===== config.mk =====
export PLATFORM = sky130hd
export DESIGN_NAME = host_cmd_decoder
export DESIGN_NICKNAME = d
export VERILOG_FILES = /design/src/rtl/host_cmd_decoder.sv
export SDC_FILE = /design/constraint.sdc
export NUM_CORES = 1
export LEC_CHECK = 0
export BUFFER_PORTS_ARGS = -buffer_cell sky130_fd_sc_hd__buf_2
export CAP_MARGIN = 15
export CORE_MARGIN = 2
export CORE_UTILIZATION = 56
export CTS_CLUSTER_SIZE = 12
export DETAILED_ROUTE_END_ITERATION = 16
export GPL_ROUTABILITY_DRIVEN = 0
export GPL_TIMING_DRIVEN = 0
export PLACE_DENSITY = 0.79
export REMOVE_ABC_BUFFERS = 1
export SLEW_MARGIN = 5
export SYNTH_ARGS = -nofsm -noshare
export SYNTH_HDL_FRONTEND = slang
export SYNTH_SLANG_ARGS = --single-unit

===== constraint.sdc =====
create_clock -name clk -period 2.9 [get_ports clk]
set_clock_uncertainty 0.05 [all_clocks]
set_input_delay 0.145 -clock clk [delete_from_list [all_inputs] [get_ports clk]]
set_output_delay 0.145 -clock clk [all_outputs]
set_load 0.05 [all_outputs]

===== src/rtl/host_cmd_decoder.sv =====
module host_cmd_decoder (
  input  logic        clk,
  input  logic        rst_n,
  input  logic        in_valid,
  output logic        in_ready,
  input  logic [7:0]  in_data,
  output logic        rsp_valid,
  input  logic        rsp_ready,
  output logic [7:0]  rsp_data,
  output logic [7:0]  cfg_mode,
  output logic        cfg_out_sel,
  output logic [11:0] cfg_dio,
  output logic [7:0]  cfg_clkdiv,
  output logic        xfer_open,
  output logic [11:0] xfer_count,
  output logic        smp_valid,
  output logic [15:0] smp_data
);
  localparam logic [7:0] OP_CFG = 8'hA0;
  localparam logic [7:0] OP_IND = 8'hA1;
  localparam logic [7:0] OP_AUX = 8'hA2;
  localparam logic [7:0] OP_QRY = 8'hA3;
  localparam logic [3:0] CFG_RSP_LEN = 4'd10;
  localparam logic [2:0] CFG_LAST = 3'd5;
  localparam logic [2:0] SKIP_LAST = 3'd4;

  typedef enum logic [2:0] {S_OP, S_CFG, S_IND, S_PEEK, S_SKIP, S_SLO} st_t;

  st_t         st;
  logic [2:0]  idx;
  logic [3:0]  rsp_left;
  logic [7:0]  rsp_byte;
  logic [7:0]  sh_mode, sh_dio_lo, sh_div, sh_lo, hi;
  logic        sh_sel;
  logic [3:0]  sh_dio_hi;
  logic [11:0] smp_left;

  assign in_ready  = (rsp_left == '0);
  assign rsp_valid = (rsp_left != '0);
  assign rsp_data  = rsp_byte;

  wire acc    = in_valid && in_ready;
  wire rsp_go = rsp_valid && rsp_ready;
  wire as_op  = (st == S_OP && smp_left == '0) || (st == S_PEEK && in_data != 8'h00);

  always_ff @(posedge clk) begin
    if (!rst_n) begin
      st <= S_OP; idx <= '0; rsp_left <= '0; rsp_byte <= '0;
      sh_mode <= '0; sh_dio_lo <= '0; sh_div <= '0; sh_lo <= '0; hi <= '0;
      sh_sel <= 1'b0; sh_dio_hi <= '0; smp_left <= '0;
      cfg_mode <= '0; cfg_out_sel <= 1'b0; cfg_dio <= '0; cfg_clkdiv <= '0;
      xfer_open <= 1'b0; xfer_count <= '0; smp_valid <= 1'b0; smp_data <= '0;
    end else begin
      smp_valid <= 1'b0;
      if (rsp_go) rsp_left <= rsp_left - 4'd1;
      if (acc) begin
        if (as_op) begin
          st  <= S_OP;
          idx <= '0;
          case (in_data)
            OP_CFG: st <= S_CFG;
            OP_IND: st <= S_IND;
            OP_AUX: begin st <= S_PEEK; rsp_byte <= 8'hCD; rsp_left <= 4'd1; end
            OP_QRY: begin rsp_byte <= 8'h02; rsp_left <= 4'd1; end
            default: ;
          endcase
        end else begin
          case (st)
            S_OP: begin hi <= in_data; st <= S_SLO; end
            S_SLO: begin
              smp_data  <= {hi, in_data};
              smp_valid <= 1'b1;
              smp_left  <= smp_left - 12'd1;
              st        <= S_OP;
            end
            S_CFG: begin
              idx <= idx + 3'd1;
              case (idx)
                3'd0: sh_mode   <= in_data;
                3'd1: sh_sel    <= in_data[0];
                3'd2: sh_dio_lo <= in_data;
                3'd3: sh_dio_hi <= in_data[3:0];
                3'd4: sh_div    <= in_data;
                default: ;
              endcase
              if (idx == CFG_LAST) begin
                cfg_mode    <= sh_mode;
                cfg_out_sel <= sh_sel;
                cfg_dio     <= {sh_dio_hi, sh_dio_lo};
                cfg_clkdiv  <= sh_div;
                rsp_byte    <= 8'h00;
                rsp_left    <= CFG_RSP_LEN;
                st          <= S_OP;
              end
            end
            S_IND: begin
              if (idx == '0) begin
                sh_lo <= in_data;
                idx   <= 3'd1;
              end else begin
                if (in_data[7]) begin
                  xfer_open  <= 1'b1;
                  xfer_count <= {in_data[3:0], sh_lo};
                  smp_left   <= {in_data[3:0], sh_lo};
                end else begin
                  xfer_open <= 1'b0;
                  smp_left  <= '0;
                end
                rsp_byte <= 8'hCC;
                rsp_left <= 4'd1;
                st       <= S_OP;
              end
            end
            S_PEEK: begin st <= S_SKIP; idx <= '0; end
            S_SKIP: begin
              idx <= idx + 3'd1;
              if (idx == SKIP_LAST) st <= S_OP;
            end
            default: st <= S_OP;
          endcase
        end
      end
    end
  end
endmodule


==> run_summary.xml <==
<?xml version="1.0" encoding="UTF-8"?>
<metrics>
  <group name="synth">
    <metric name="post_synth_instance_area" unit="µm²">5355</metric>
    <metric name="ys_seq_elements" unit="">129</metric>
    <metric name="asyncSetResetFlopFracSynth" unit="%">0</metric>
    <metric name="postSynthCellCount" unit="">629</metric>
    <metric name="synth-edff-count" unit="">0</metric>
    <metric name="synthDistinctLibCells" unit="">58</metric>
    <metric name="sequential_element_share_of_the_synthesized_area" unit="%">48.22</metric>
    <metric name="synthesis.yosys.warnings" unit="">0</metric>
    <metric name="post_synth.cell_area_avg" unit="µm²">8.514</metric>
    <metric name="most_used_flip_flop_cell_after_synthesis" unit="">dfxtp_1</metric>
  </group>
  <group name="clock_tree">
    <metric name="numClockSinks" unit="">129</metric>
    <metric name="numCtsBuffers" unit="">17</metric>
    <metric name="cts_tree" unit="">yes</metric>
    <metric name="clk-insertion-delay-late" unit="ps">520</metric>
    <metric name="root_buffer" unit="">clkbuf_8</metric>
    <metric name="h-tree-depth" unit="">4</metric>
    <metric name="cts.clk_slew.worst_paths" unit="ps">60</metric>
    <metric name="max-clock-path-buffers" unit="">2</metric>
  </group>
  <group name="sta">
    <metric name="hold_viol_final" unit="">0</metric>
    <metric name="setup_tns" unit="ps">0</metric>
    <metric name="final_critical_path_setup_slack" unit="ps">185.8</metric>
    <metric name="achievable-frequency" unit="MHz">368.4</metric>
    <metric name="min_period_over_period" unit="%">93.59</metric>
    <metric name="grt_setup_unrepaired" unit="">no</metric>
    <metric name="report.final.slew_viol_count" unit="">0</metric>
    <metric name="period_minus_slack" unit="ps">2714</metric>
    <metric name="finalSetupViolations" unit="">0</metric>
    <metric name="hold_slack" unit="ps">54.62</metric>
    <metric name="maxSlewHeadroom" unit="%">38.93</metric>
    <metric name="tightestPinTransition" unit="ps">916.1</metric>
  </group>
  <group name="worst_setup_path">
    <metric name="cp_cell_sequence" unit="">or3b_2, nor2_1, nand3_2, mux2i_1, nor2_1</metric>
    <metric name="slowest_delay" unit="ps">710</metric>
    <metric name="crit_arrival" unit="ps">3030</metric>
    <metric name="crit_required" unit="ps">3220</metric>
    <metric name="end_kind" unit="">flip-flop</metric>
    <metric name="cp-startpoint" unit="">st[2]$_SDFFE_PN0P_</metric>
    <metric name="critical_path_fanouts_max" unit="">14</metric>
    <metric name="most_prevalent_standard_cell_on_the_critical_path" unit="">nor2_1</metric>
    <metric name="worst-setup-path-type" unit="">reg2reg</metric>
    <metric name="worst_setup_path_start_kind" unit="">flip-flop</metric>
    <metric name="critical-path-slowest-cell" unit="">or3b_2</metric>
    <metric name="reg2reg_from" unit="">st[2]$_SDFFE_PN0P_</metric>
  </group>
  <group name="power_and_ir_drop">
    <metric name="totalPowerFinal" unit="µW">4252</metric>
    <metric name="vdd.ir_drop.worst" unit="mV">0.3709</metric>
    <metric name="power_density_relative_to_cell_area" unit="nW/µm²">647.9</metric>
    <metric name="p_leak" unit="µW">0.002759</metric>
  </group>
  <group name="placement">
    <metric name="pre_cts_ws" unit="ps">-693.0</metric>
    <metric name="total_cell_area_at_the_placement_stage" unit="µm²">5734</metric>
    <metric name="port_buffers" unit="">78</metric>
    <metric name="detailed_place_hpwl" unit="µm">7968</metric>
  </group>
  <group name="final_layout">
    <metric name="layout.area.seq" unit="µm²">2584</metric>
    <metric name="area_of_all_placed_cells_without_fillers" unit="µm²">6563</metric>
    <metric name="antenna-diode-count" unit="">0</metric>
    <metric name="areaGrowthSynthToFinish" unit="%">22.55</metric>
    <metric name="final_layout_size_suffix_gt1_share" unit="%">20.45</metric>
    <metric name="finish.net_count" unit="">722</metric>
    <metric name="nFillCells" unit="">696</metric>
    <metric name="area_occupied_by_multi_input_gates" unit="µm²">2571</metric>
  </group>
  <group name="die">
    <metric name="full_die_area" unit="µm²">10360</metric>
    <metric name="initial_utilization" unit="%">57.96</metric>
    <metric name="floorplan.die.width" unit="µm">101.8</metric>
    <metric name="fp-row-count" unit="">35</metric>
    <metric name="fp.dieH" unit="µm">101.8</metric>
    <metric name="floorplan.core_area" unit="µm²">9240</metric>
    <metric name="io-pin-count" unit="">81</metric>
  </group>
  <group name="worst_hold_path">
    <metric name="min_path_type" unit="">in2reg</metric>
    <metric name="holdCritStartpoint" unit="">in_valid</metric>
  </group>
  <group name="routing">
    <metric name="wl_per_instance" unit="µm">15.93</metric>
    <metric name="drcViolationCount" unit="">0</metric>
    <metric name="antenna_left" unit="">0</metric>
    <metric name="drt_pre_antenna_iters" unit="">5</metric>
    <metric name="vias_per_cell" unit="">5.654</metric>
    <metric name="wirelength" unit="µm">13430</metric>
    <metric name="routed-via-count" unit="">4766</metric>
    <metric name="detailedRoute.firstIterationViolations" unit="">291</metric>
  </group>
  <group name="global_route">
    <metric name="grt_ovf" unit="">0</metric>
    <metric name="antenna_violations_before_repair" unit="">0</metric>
    <metric name="grt_usage" unit="%">26.00</metric>
    <metric name="vias_in_the_first_global_route" unit="">4305</metric>
    <metric name="grt_first_pass_wirelength" unit="µm">20870</metric>
    <metric name="grt_max_degree" unit="">92</metric>
  </group>
  <group name="run_status">
    <metric name="status" unit="">complete, no violations</metric>
  </group>
  <group name="job">
    <metric name="drv.max_cap_violation_count" unit="">0</metric>
  </group>
</metrics>
## worst max-delay path: cells and delay by family, from the launching register on
kind	cells	cell delay, ps
flip-flops	1	510
multiplexers	1	350
AND/OR/NAND/NOR	4	1650
## routing by layer
layer / track usage, % / wire [µm] / vias to the layer above
met2: 42.26 / 6534 / 185
met3: 6.832 / 885 / 33
met1: 32.68 / 5668 / 2217
li1: - / - / 2331
met4: 11.12 / 344 / 0
met5: 0 / 0 / -
## kinds of logic (layout without fill, tap and decap cells)
family                   Yosys count  after routing  share of synthesized area (%)
AND/OR/NAND/NOR                  240            241                          20.89
AO/OA/AOI/OAI                    143            143                          15.89
flip-flops                       129            129                          48.22
buffers and inverters             64            147                          4.930
multiplexers                      40             40                          7.477
adder cells (fa/ha/maj)            8              8                          1.869
XOR/XNOR                           4              4                         0.6543
other                              1              2                        0.07003
## what timing repair did
action,CTS,global route
resized for setup,6,5
cloned,1,0
endpoints found under the setup margin,99,95
pin swaps,3,2
setup buffers,3,8
hold buffers,8,0
endpoints found under the hold margin,26,0
## layout by cell type (no fill, tap or decap), types with 5 or more instances in the layout
cell / count
nor2_1: 45
clkbuf_8: 5
inv_1: 16
o21ai_0: 41
nand2_1: 107
clkbuf_16: 16
dlygate4sd3_1: 8
nand4_1: 5
ha_1: 8
dfxtp_1: 128
buf_2: 79
a31oi_1: 7
a21oi_1: 67
mux2i_1: 40
buf_4: 8
nand3_1: 46
## per-stage QoR
stage          utilization [%]  instances
3_3_place_gp             61.80        790
6_report                 71.02        843
4_1_cts                  69.79        835
3_5_place_dp             62.06        792
5_1_grt                  71.02        843
2_1_floorplan                -        583
## where the power goes
part / internal, µW / switching [µW]
combinational: 125 / 302
sequential: 1790 / 16.5
clock: 1230 / 785
## Yosys cell counts (3+ instances only)
cell | n | area (µm²)
dfxtp_1 | 129 | 2582
nand2_1 | 107 | 401.6
a21oi_1 | 67 | 335.3
nand3_1 | 48 | 240.2
nor2_1 | 46 | 172.7
o21ai_0 | 42 | 210.2
mux2i_1 | 40 | 400.4
clkbuf_1 | 33 | 123.9
inv_1 | 16 | 60.06
ha_1 | 8 | 100.1
a31oi_1 | 7 | 43.79
buf_1 | 5 | 18.77
buf_4 | 5 | 37.54
buf_2 | 4 | 20.02
nand4_1 | 4 | 25.02
a211oi_1 | 3 | 22.52
a311oi_1 | 3 | 26.28
and3_1 | 3 | 18.77
nor2b_1 | 3 | 18.77
nor3_1 | 3 | 15.01
nor4_1 | 3 | 18.77
xnor2_1 | 3 | 26.28
## state kept, by name, indices dropped and copies added (netlist names), 8 cells and up
register,cells
smp_data,16
cfg_mode,8
sh_div,8
hi,8
sh_dio_lo,8
smp_left,12
cfg_dio,12
cfg_clkdiv,8
sh_lo,8
xfer_count,12
sh_mode,8
## area by class of cell
class	instances	area share, %
sequential	129	39.37
multi-input combinational	438	39.18
timing repair buffer	99	9.247
clock buffer	21	7.150
tap	129	2.459
clock inverter	10	1.582
inverter	17	1.010
## worst paths after layout
kind | to | slack (ps) | depth (start not counted)
worst max register to register | xfer_count[4]$_SDFFE_PN0P_ | 190 | 5
worst min-delay path | st[1]$_SDFFE_PN0P_ | 50 | 5
worst min register to register | cfg_dio[10]$_SDFFE_PN0P_ | 400 | 2
worst max-delay path | xfer_count[4]$_SDFFE_PN0P_ | 190 | 5
Note: power is estimated with default switching activity, not from simulation.
